**src/rtl/pll_seq_pkg.sv**
```systemverilog
package pll_seq_pkg;
  localparam int REG_W = 32;
  localparam int MUL_W = 2;

  localparam logic [REG_W-1:0] FORCE_OFF_MASK = 32'h0000_F0F0;
  localparam logic [REG_W-1:0] CFG_FIELD_MASK = 32'h03FF_0000;
  localparam logic [REG_W-1:0] BYP_BASE_MASK  = 32'h0000_5000;
  localparam logic [REG_W-1:0] PD_BASE_MASK   = 32'h0000_0050;

  typedef enum logic [1:0] {
    STEP_FORCE_OFF,
    STEP_CONFIG,
    STEP_RELEASE,
    STEP_POWER_ON
  } step_e;

  typedef enum logic [2:0] {
    ST_IDLE,
    ST_CONFIG,
    ST_RELEASE,
    ST_POWER,
    ST_SETTLE
  } seq_state_e;
endpackage

```
**src/rtl/pll_dual_detect.sv**
```systemverilog
module pll_dual_detect #(
  parameter int W = 2
) (
  input  logic [W-1:0] mode,
  output logic         dual
);
  assign dual = |mode;
endmodule

```
**src/rtl/pll_step_alu.sv**
```systemverilog
module pll_step_alu
  import pll_seq_pkg::*;
#(
  parameter int NMUL = 4
) (
  input  step_e                  step,
  input  logic [REG_W-1:0]       base,
  input  logic [1:0]             dual,
  input  logic [NMUL*MUL_W-1:0]  mul,
  output logic [REG_W-1:0]       result
);
  always_comb begin
    result = base;
    unique case (step)
      STEP_FORCE_OFF: result = base | FORCE_OFF_MASK;
      STEP_CONFIG: begin
        result = base & ~CFG_FIELD_MASK;
        result[16 +: NMUL*MUL_W] = mul;
        result[24] = dual[0];
        result[25] = dual[1];
      end
      STEP_RELEASE: begin
        result = base & ~BYP_BASE_MASK;
        if (dual[0]) result[13] = 1'b0;
        if (dual[1]) result[15] = 1'b0;
      end
      STEP_POWER_ON: begin
        result = base & ~PD_BASE_MASK;
        if (dual[0]) result[5] = 1'b0;
        if (dual[1]) result[7] = 1'b0;
      end
      default: result = base;
    endcase
  end
endmodule

```
**src/rtl/pll_settle_timer.sv**
```systemverilog
module pll_settle_timer #(
  parameter int CYCLES = 10000
) (
  input  logic clk,
  input  logic rst,
  input  logic run,
  output logic expired
);
  localparam int CNT_W = (CYCLES > 1) ? $clog2(CYCLES) : 1;
  localparam logic [CNT_W-1:0] LAST = CNT_W'(CYCLES - 1);

  logic [CNT_W-1:0] cnt_q;

  always_ff @(posedge clk) begin
    if (rst || !run) cnt_q <= '0;
    else if (cnt_q != LAST) cnt_q <= cnt_q + 1'b1;
  end

  assign expired = run && (cnt_q == LAST);

  p_cnt_range_r8: assert property (@(posedge clk) disable iff (rst)
    cnt_q <= LAST);
  p_cnt_idle_r8: assert property (@(posedge clk) disable iff (rst)
    !$past(run) |-> cnt_q == '0);
endmodule

```
**src/rtl/pll_bringup_seq.sv**
```systemverilog
module pll_bringup_seq
  import pll_seq_pkg::*;
#(
  parameter int              WMODE_W   = 2,
  parameter int              AW        = 8,
  parameter logic [AW-1:0]   CTRL_ADDR = '0,
  parameter int              CLK_MHZ   = 100,
  parameter int              SETTLE_US = 100
) (
  input  logic               clk,
  input  logic               rst,
  input  logic               start,
  input  logic [WMODE_W-1:0] rx_width,
  input  logic [WMODE_W-1:0] tx_width,
  input  logic [1:0]         rx_mul01,
  input  logic [1:0]         rx_mul23,
  input  logic [1:0]         tx_mul01,
  input  logic [1:0]         tx_mul23,
  input  logic [31:0]        cur_value,
  output logic               wr_en,
  output logic [AW-1:0]      wr_addr,
  output logic [31:0]        wr_data,
  output logic               busy,
  output logic               done
);
  localparam int NMUL       = 4;
  localparam int MULS_W     = NMUL * MUL_W;
  localparam int SETTLE_CYC = (CLK_MHZ * SETTLE_US > 0) ? CLK_MHZ * SETTLE_US : 1;

  seq_state_e        state_q;
  logic [REG_W-1:0]  work_q;
  logic [1:0]        dual_q;
  logic [MULS_W-1:0] mul_q;

  logic [1:0]        dual_in;
  logic [MULS_W-1:0] mul_in;
  logic              accept;
  step_e             step;
  logic [REG_W-1:0]  alu_base;
  logic [1:0]        alu_dual;
  logic [MULS_W-1:0] alu_mul;
  logic [REG_W-1:0]  next_val;
  logic              settle_hit;

  pll_dual_detect #(.W(WMODE_W)) u_rx_mode (.mode(rx_width), .dual(dual_in[0]));
  pll_dual_detect #(.W(WMODE_W)) u_tx_mode (.mode(tx_width), .dual(dual_in[1]));

  assign mul_in = {tx_mul23, tx_mul01, rx_mul23, rx_mul01};
  assign accept = start && (state_q == ST_IDLE);

  always_comb begin
    unique case (state_q)
      ST_CONFIG:  step = STEP_CONFIG;
      ST_RELEASE: step = STEP_RELEASE;
      ST_POWER:   step = STEP_POWER_ON;
      default:    step = STEP_FORCE_OFF;
    endcase
  end

  assign alu_base = accept ? cur_value : work_q;
  assign alu_dual = accept ? dual_in   : dual_q;
  assign alu_mul  = accept ? mul_in    : mul_q;

  pll_step_alu #(.NMUL(NMUL)) u_alu (
    .step  (step),
    .base  (alu_base),
    .dual  (alu_dual),
    .mul   (alu_mul),
    .result(next_val)
  );

  pll_settle_timer #(.CYCLES(SETTLE_CYC)) u_timer (
    .clk    (clk),
    .rst    (rst),
    .run    (state_q == ST_SETTLE),
    .expired(settle_hit)
  );

  always_ff @(posedge clk) begin
    if (rst) begin
      state_q <= ST_IDLE;
      work_q  <= '0;
      dual_q  <= '0;
      mul_q   <= '0;
      wr_en   <= 1'b0;
      wr_data <= '0;
      busy    <= 1'b0;
      done    <= 1'b0;
    end else begin
      wr_en <= 1'b0;
      unique case (state_q)
        ST_IDLE: begin
          if (accept) begin
            dual_q  <= dual_in;
            mul_q   <= mul_in;
            work_q  <= next_val;
            wr_data <= next_val;
            wr_en   <= 1'b1;
            busy    <= 1'b1;
            done    <= 1'b0;
            state_q <= ST_CONFIG;
          end
        end
        ST_CONFIG, ST_RELEASE, ST_POWER: begin
          work_q  <= next_val;
          wr_data <= next_val;
          wr_en   <= 1'b1;
          state_q <= (state_q == ST_CONFIG)  ? ST_RELEASE :
                     (state_q == ST_RELEASE) ? ST_POWER : ST_SETTLE;
        end
        ST_SETTLE: begin
          if (settle_hit) begin
            done    <= 1'b1;
            busy    <= 1'b0;
            state_q <= ST_IDLE;
          end
        end
        default: state_q <= ST_IDLE;
      endcase
    end
  end

  assign wr_addr = CTRL_ADDR;

  // first write of a run has all powerdown and bypass bits set
  p_force_off_r2: assert property (@(posedge clk) disable iff (rst)
    $rose(busy) |-> wr_en && ((wr_data & FORCE_OFF_MASK) == FORCE_OFF_MASK));
  // second write carries the captured mode flags and multipliers
  p_config_r4: assert property (@(posedge clk) disable iff (rst)
    (wr_en && $past(wr_en) && !$past(wr_en, 2)) |->
      (wr_data[23:16] == mul_q) && (wr_data[25:24] == dual_q));
  // third write has the bypass bits released
  p_release_r5: assert property (@(posedge clk) disable iff (rst)
    (wr_en && $past(wr_en, 2) && !$past(wr_en, 3)) |->
      !wr_data[12] && !wr_data[14] &&
      !(dual_q[0] && wr_data[13]) && !(dual_q[1] && wr_data[15]));
  // strobes only while busy
  p_write_busy_r7: assert property (@(posedge clk) disable iff (rst)
    wr_en |-> busy);
  // done and busy exclusive
  p_done_excl_r8: assert property (@(posedge clk) disable iff (rst)
    !(done && busy));
  // captured configuration untouched during a run
  p_hold_cfg_r9: assert property (@(posedge clk) disable iff (rst)
    (busy && $past(busy)) |-> $stable(mul_q) && $stable(dual_q));
endmodule

```
**config.mk**
```make
export PLATFORM = sky130hd
export DESIGN_NAME = pll_bringup_seq
export DESIGN_NICKNAME = d
export VERILOG_FILES = /design/src/rtl/pll_seq_pkg.sv /design/src/rtl/pll_dual_detect.sv /design/src/rtl/pll_step_alu.sv /design/src/rtl/pll_settle_timer.sv /design/src/rtl/pll_bringup_seq.sv
export SDC_FILE = /design/constraint.sdc
export NUM_CORES = 1
export LEC_CHECK = 0
export ABC_CLOCK_PERIOD_IN_PS = 3420
export BUFFER_PORTS_ARGS = -buffer_cell sky130_fd_sc_hd__buf_2
export CORE_AREA = 3 3 73 75
export DETAILED_ROUTE_END_ITERATION = 7
export DIE_AREA = 0 0 76 78
export PLACE_DENSITY = 0.83
export SETUP_SLACK_MARGIN = 0.2
export SYNTH_ARGS = -nofsm -noshare
export SYNTH_HDL_FRONTEND = slang
export SYNTH_SLANG_ARGS = --single-unit
```
**constraint.sdc**
```tcl
create_clock -name clk -period 3.42 [get_ports clk]
set_input_delay 0.342 -clock clk [delete_from_list [all_inputs] [get_ports clk]]
set_output_delay 0.342 -clock clk [all_outputs]
set_load 0.01 [all_outputs]
```
==> results of run 1 <==
layout make-up:
type                    instances  area (µm²)  share of cell area, %
inverters                       4       15.01                 0.4940
clock buffers                  13       168.9                  5.558
multi-input cells             186        1132                  37.26
clock inverters                 3       17.52                 0.5764
well taps                      67       83.83                  2.758
repair buffers                 75       380.4                  12.52
flip-flops and latches         62        1241                  40.84
cells in the final DEF (no fill, tap or decap), drive strengths merged, types with 7 or more instances in the layout:
cell type | synthesis | final
dfxtp | 62 | 62
a21oi | 21 | 21
o21ai | 7 | 7
nor3 | 7 | 7
conb | 1 | 8
xnor2 | 7 | 7
nor2 | 32 | 32
buf | 15 | 75
clkbuf | 8 | 13
nand2 | 33 | 33
final timing paths:
check / endpoint / slack (ns)
setup / recovery: work_q[15] / 1.12
setup reg to reg: work_q[15] / 1.12
hold reg to reg: work_q[27] / 0.45
hold / removal: work_q[27] / 0.24
per-stage QoR:
step	cell area [µm²]	hold WS [ns]	setup WS, ns	total power [mW]
after global placement	2853	0.4393	1.186	1.081
after detailed placement	2853	0.4441	1.171	1.087
after global routing	3039	0.2278	0.9795	1.742
after CTS	3039	0.2337	1.151	1.667
after floorplan	2521	0.4310	1.667	1.005
final	3039	0.2440	1.115	1.655
power groups by stage:
stage               sequential (mW)  clock, mW  combinational [mW]
detailed placement            0.831          0               0.256
floorplan                     0.841          0               0.165
CTS                           0.816      0.593               0.258
finish                        0.817      0.581               0.257
global route                  0.823      0.637               0.283
global placement              0.829          0               0.252
sequential cells by signal (all words and copies together), names as in the netlist, named ones only:
| name | flops |
|---|---|
| done | 1 |
| u_timer.cnt_q | 14 |
| wr_en | 1 |
| work_q | 30 |
| state_q | 3 |
| busy | 1 |
| dual_q | 2 |
| mul_q | 8 |
cell families (layout without fill, tap and decap cells):
group / count (synthesis) / after routing
DFF: 62 / 62
other: 1 / 8
buffers and inverters: 27 / 95
xor gates and xnor gates: 9 / 9
adders and majority gates: 1 / 1
AOI/OAI and AO/OA: 51 / 51
and+or+nand+nor: 105 / 105
muxes: 12 / 12
routing by layer:
| metal | track usage (%) | share of wire [%] | vias to the layer above |
|---|---|---|---|
| met5 | 0 | 0 | - |
| met4 | 8.152 | 1.2 | 0 |
| met3 | 8.237 | 7.8 | 6 |
| met2 | 28.37 | 47 | 74 |
| met1 | 21.35 | 44 | 959 |
| li1 | - | - | 1054 |
cells in the mapped netlist (all sizes together), types with 3 or more instances:
cell / number
mux2: 6
or3: 5
clkbuf: 8
dfxtp: 62
o21ai: 7
a311oi: 3
xnor2: 7
a21oi: 21
buf: 15
a222oi: 6
mux2i: 6
nand3: 4
nand2: 33
or4b: 3
inv: 4
o21a: 4
nor2: 32
o22ai: 3
nor2b: 6
nor3: 7
nor4: 4
critical path, cell delays in order, from the launching register on:
cell	delay [ns]
dfxtp_1	0.44
nor4b_4	0.88
buf_4	0.43
nor2_1	0.11
a311oi_1	0.32
==> impl_metrics.json, run 1 <==
{
  "required_ns": 3.63,
  "cp-startpoint": "state_q[2]",
  "core-area_mm2": 0.004723,
  "synth_edf_count": 0,
  "yosys-top-cells-area": "dfxtp_1 (50%), nand2_1 (5.0%), nor2_1 (4.7%), a21oi_1 (4.0%), buf_4 (2.7%)",
  "fmax_mhz": 433.9,
  "muxShareOfSynthArea_pct": 5.115,
  "pwr-share-clk_pct": 35.1,
  "hold_viol_final": 0,
  "yosys.area_share.simple_pct": 22.07,
  "cts_tree": "built",
  "die_x_um": 76,
  "cts_resized": 0,
  "rr_startpoint": "state_q[2]",
  "ys.flop_type": "dfxtp_1",
  "wl_per_cell_um": 12.77,
  "p_int_mw": 1.215,
  "status": "finished, final reports clean",
  "synthXorXnorAreaFrac_pct": 3.159,
  "area_growth_pct": 21.82,
  "drt_pre_antenna_iters": 4,
  "p_leak_nw": 1.278,
  "drtIter0Drc": 113,
  "syn-cell-area_mm2": 0.002495,
  "ys_async_sr_fraction_pct": 0,
  "ir_worst_vdd_mv": 0.2682,
  "io-pin-count": 90,
  "cts_inserted_buffers": 9,
  "placed_cells": 394,
  "synth_top_area_cell": "dfxtp_1",
  "grt_pass1_wl_mm": 8.583,
  "die_y_um": 78,
  "synth_top_family_by_area": "simple AND/OR/NAND/NOR gates",
  "overflow": 0,
  "io_buffers": 73,
  "start_util_pct": 52.82,
  "yosys_register_bits": 62,
  "comb_power_share_pct": 15.5,
  "clkSlewWorstSetupHoldPaths_ns": 0.07,
  "sequentialPowerShare_pct": 49.4,
  "htreeDepth": 3,
  "drc": 0,
  "ys_seq_area_share_pct": 49.75,
  "period_share_pct": 67.39,
  "syn_inst": 268,
  "cts_buffer_depth": 2,
  "fin_skew_ns": 0.006496,
  "insertion_delay_ns": 0.33,
  "crit_fanout": 25,
  "clockRootBuffer": "clkbuf_8",
  "tns_ns": 0,
  "start_kind": "flip-flop",
  "report.final.slew_viol_count": 0,
  "utilization_pct": 64.34,
  "r2r_cells": 4,
  "yosysWarnings": 0,
  "critPathKind": "reg2reg",
  "drtAntennaViolNets": 0,
  "dp_hpwl_mm": 3.610,
  "vias": 2093,
  "fin_nets": 386,
  "rows": 25,
  "antenna_cells": 0,
  "fin_cells": 410,
  "worst_pin_slew_ns": 0.9242,
  "synthAdderAreaFrac_pct": 0.5015,
  "max_slew_margin_pct": 38.13,
  "cp.arrival_ns": 2.52,
  "synth_cell_types": 47,
  "postCtsSetupBuffers": 0,
  "hold_class": "in2reg",
  "hp-start": "cur_value[27]",
  "grt_antenna_before_repair": 0,
  "wl_mm": 5.237,
  "rsz0062_at_grt": "false",
  "grtUsageTotal_pct": 18.12,
  "grt_pass1_vias": 1889,
  "syn_area_per_cell_um2": 9.309,
  "grt_max_degree": 48,
  "layout-drive-gt1-share_pct": 30.90,
  "cts_hold_buf": 0,
  "n_fill_cell": 385,
  "cts.sinks": 62,
  "min_period_ns": 2.305,
  "holdPathStages": 3,
  "swShare_pct": 26.58,
  "end_kind": "flip-flop",
  "dieArea_mm2": 0.005928,
  "via_per_inst": 5.105,
  "drv_cap": 0,
  "setup_violations": 0,
  "p_switching_mw": 0.4398,
  "synth-compound-area-share_pct": 13.34,
  "gp_congestion": 0.7708,
  "power_density_mw_per_mm2": 544.4,
  "synth_top_area_share_pct": 49.75
}
(Power assumes the default switching activity.)
==> run 2, diff against run 1 <==
--- a/config.mk
+++ b/config.mk
@@ -5,12 +5,12 @@
 export SDC_FILE = /design/constraint.sdc
 export NUM_CORES = 1
 export LEC_CHECK = 0
-export ABC_CLOCK_PERIOD_IN_PS = 3420
+export ABC_CLOCK_PERIOD_IN_PS = 2280
 export BUFFER_PORTS_ARGS = -buffer_cell sky130_fd_sc_hd__buf_2
-export CORE_AREA = 3 3 73 75
+export CORE_AREA = 3 3 76 78
 export DETAILED_ROUTE_END_ITERATION = 7
-export DIE_AREA = 0 0 76 78
-export PLACE_DENSITY = 0.83
+export DIE_AREA = 0 0 79 81
+export PLACE_DENSITY = 0.77
 export SETUP_SLACK_MARGIN = 0.2
 export SYNTH_ARGS = -nofsm -noshare
 export SYNTH_HDL_FRONTEND = slang
==> constraint.sdc (replaced) <==
create_clock -name clk -period 2.28 [get_ports clk]
set_input_delay 0.228 -clock clk [delete_from_list [all_inputs] [get_ports clk]]
set_output_delay 0.228 -clock clk [all_outputs]
set_load 0.01 [all_outputs]
==> impl_metrics.json, run 2 (same netlist as run 1, synthesis figures left out) <==
{
  "hp-start": "cur_value[29]",
  "rows": 26,
  "crit_fanout": 29,
  "drv_cap": 0,
  "n_fill_cell": 478,
  "vias": 2118,
  "die_x_um": 79,
  "area_growth_pct": 26.28,
  "htreeDepth": 3,
  "grt_max_degree": 30,
  "worst_path_max_delay_cell": "dfxtp_1",
  "cts_resized": 0,
  "io_buffers": 73,
  "power_density_mw_per_mm2": 888.4,
  "grt_pass1_vias": 2082,
  "largest_register_ffs": 30,
  "status": "finished, final reports clean",
  "cts_inserted_buffers": 9,
  "end_kind": "flip-flop",
  "layout.cells.most_common_list": "buf_2 (73), dfxtp_1 (62), nand2_1 (33)",
  "dp_hpwl_mm": 3.779,
  "tns_ns": 0,
  "period_share_pct": 84.56,
  "cts_buffer_depth": 2,
  "gp_congestion": 0.7701,
  "via_per_inst": 5.067,
  "holdPathStages": 3,
  "drtIter0Drc": 96,
  "drt_pre_antenna_iters": 5,
  "max_slew_margin_pct": 62.74,
  "core-area_mm2": 0.005140,
  "top_regs": "work_q (30), u_timer.cnt_q (14), mul_q (8)",
  "total_power_mw": 2.799,
  "die_y_um": 81,
  "postCtsSetupBuffers": 0,
  "cts_tree": "built",
  "start_kind": "flip-flop",
  "grtUsageTotal_pct": 18.32,
  "ir_worst_vdd_mv": 0.4844,
  "fmax_mhz": 518.7,
  "io-pin-count": 90,
  "fin_area_mm2": 0.003151,
  "insertion_delay_ns": 0.33,
  "antenna_cells": 0,
  "layout-drive-gt1-share_pct": 32.18,
  "dieArea_mm2": 0.006399,
  "grt_antenna_before_repair": 0,
  "cts_hold_buf": 0,
  "drc": 0,
  "required_ns": 2.49,
  "largest-register": "work_q",
  "min_period_ns": 1.928,
  "worst_r2r_endpoint": "work_q[23]",
  "wl_per_cell_um": 12.74,
  "hold_end": "work_q[29]",
  "start_util_pct": 48.54,
  "overflow": 0,
  "cp.arrival_ns": 2.14,
  "clockRootBuffer": "clkbuf_8",
  "hold_class": "in2reg",
  "setup_violations": 0,
  "worst_pin_slew_ns": 0.5511,
  "rrSetupSlack_ns": 0.35,
  "drtAntennaViolNets": 0,
  "wl_mm": 5.327,
  "fin_skew_ns": 0.005982,
  "hold_viol_final": 0,
  "rr_startpoint": "state_q[0]",
  "report.final.slew_viol_count": 0,
  "layout_commonest_cell": "buf_2",
  "rsz0062_at_grt": "false",
  "cp_slowest_stage_delay_ns": 0.41,
  "worstPathCellList": "nor4b_4, buf_12, mux2_2, a222oi_1, nor2_1",
  "critPathKind": "reg2reg",
  "r2r_cells": 5,
  "fin_nets": 391,
  "p_leak_nw": 1.332,
  "cts.sinks": 62,
  "clkSlewWorstSetupHoldPaths_ns": 0.07,
  "grt_pass1_wl_mm": 9.128,
  "dpl_cell_area_mm2": 0.002907
}
run 2: power by group:
| group | switching [mW] | internal, mW | total, mW |
|---|---|---|---|
| Clock | 0.437 | 0.731 | 1.17 |
| Combinational | 0.226 | 0.189 | 0.415 |
| Sequential | 0.0463 | 1.17 | 1.22 |
| Total | 0.709 | 2.09 | 2.80 |
run 2: critical path, delay by kind of cell, from the launching register on:
family / cells / cell delay, ns
flops: 1 / 0.41
buf+inv: 1 / 0.24
compound gates: 1 / 0.33
mux: 1 / 0.37
simple gates: 2 / 0.46
run 2: how the worst max path moves through the flow:
stage / from / endpoint / slack, ns / cells after the start
floorplan: state_q[2] / work_q[21] / 0.53 / 5
global placement: state_q[0] / work_q[18] / 0.40 / 5
detailed placement: state_q[0] / work_q[18] / 0.34 / 5
CTS: state_q[0] / work_q[23] / 0.31 / 5
global route: state_q[0] / work_q[21] / 0.23 / 6
finish: state_q[0] / work_q[23] / 0.35 / 5
run 2: per-layer routing:
layer,routed length [µm],GRT usage [%]
met2,2480,29.55
met3,330,5.432
met1,2394,22.07
met5,0,0
met4,122,9.794
run 2: final cells by class:
type | instances | area [µm²] | area share, %
inverter | 4 | 15.01 | 0.4766
tap | 70 | 87.58 | 2.780
clock buffer | 9 | 123.9 | 3.932
clock inverter | 7 | 120.1 | 3.813
sequential | 62 | 1241 | 39.40
multi-input combinational | 186 | 1132 | 35.94
timing repair buffer | 80 | 430.4 | 13.66
run 2: metrics by stage:
step                      util (%)  instances  hold WS (ns)  setup WS (ns)
after global routing         61.30        418        0.1266         0.2255
after detailed placement     56.55        402        0.4501         0.3386
final                        61.30        418        0.1241         0.3521
after global placement       56.55        402        0.4389         0.3987
after floorplan                  -        275        0.3640         0.5266
after CTS                    61.30        418        0.1109         0.3064
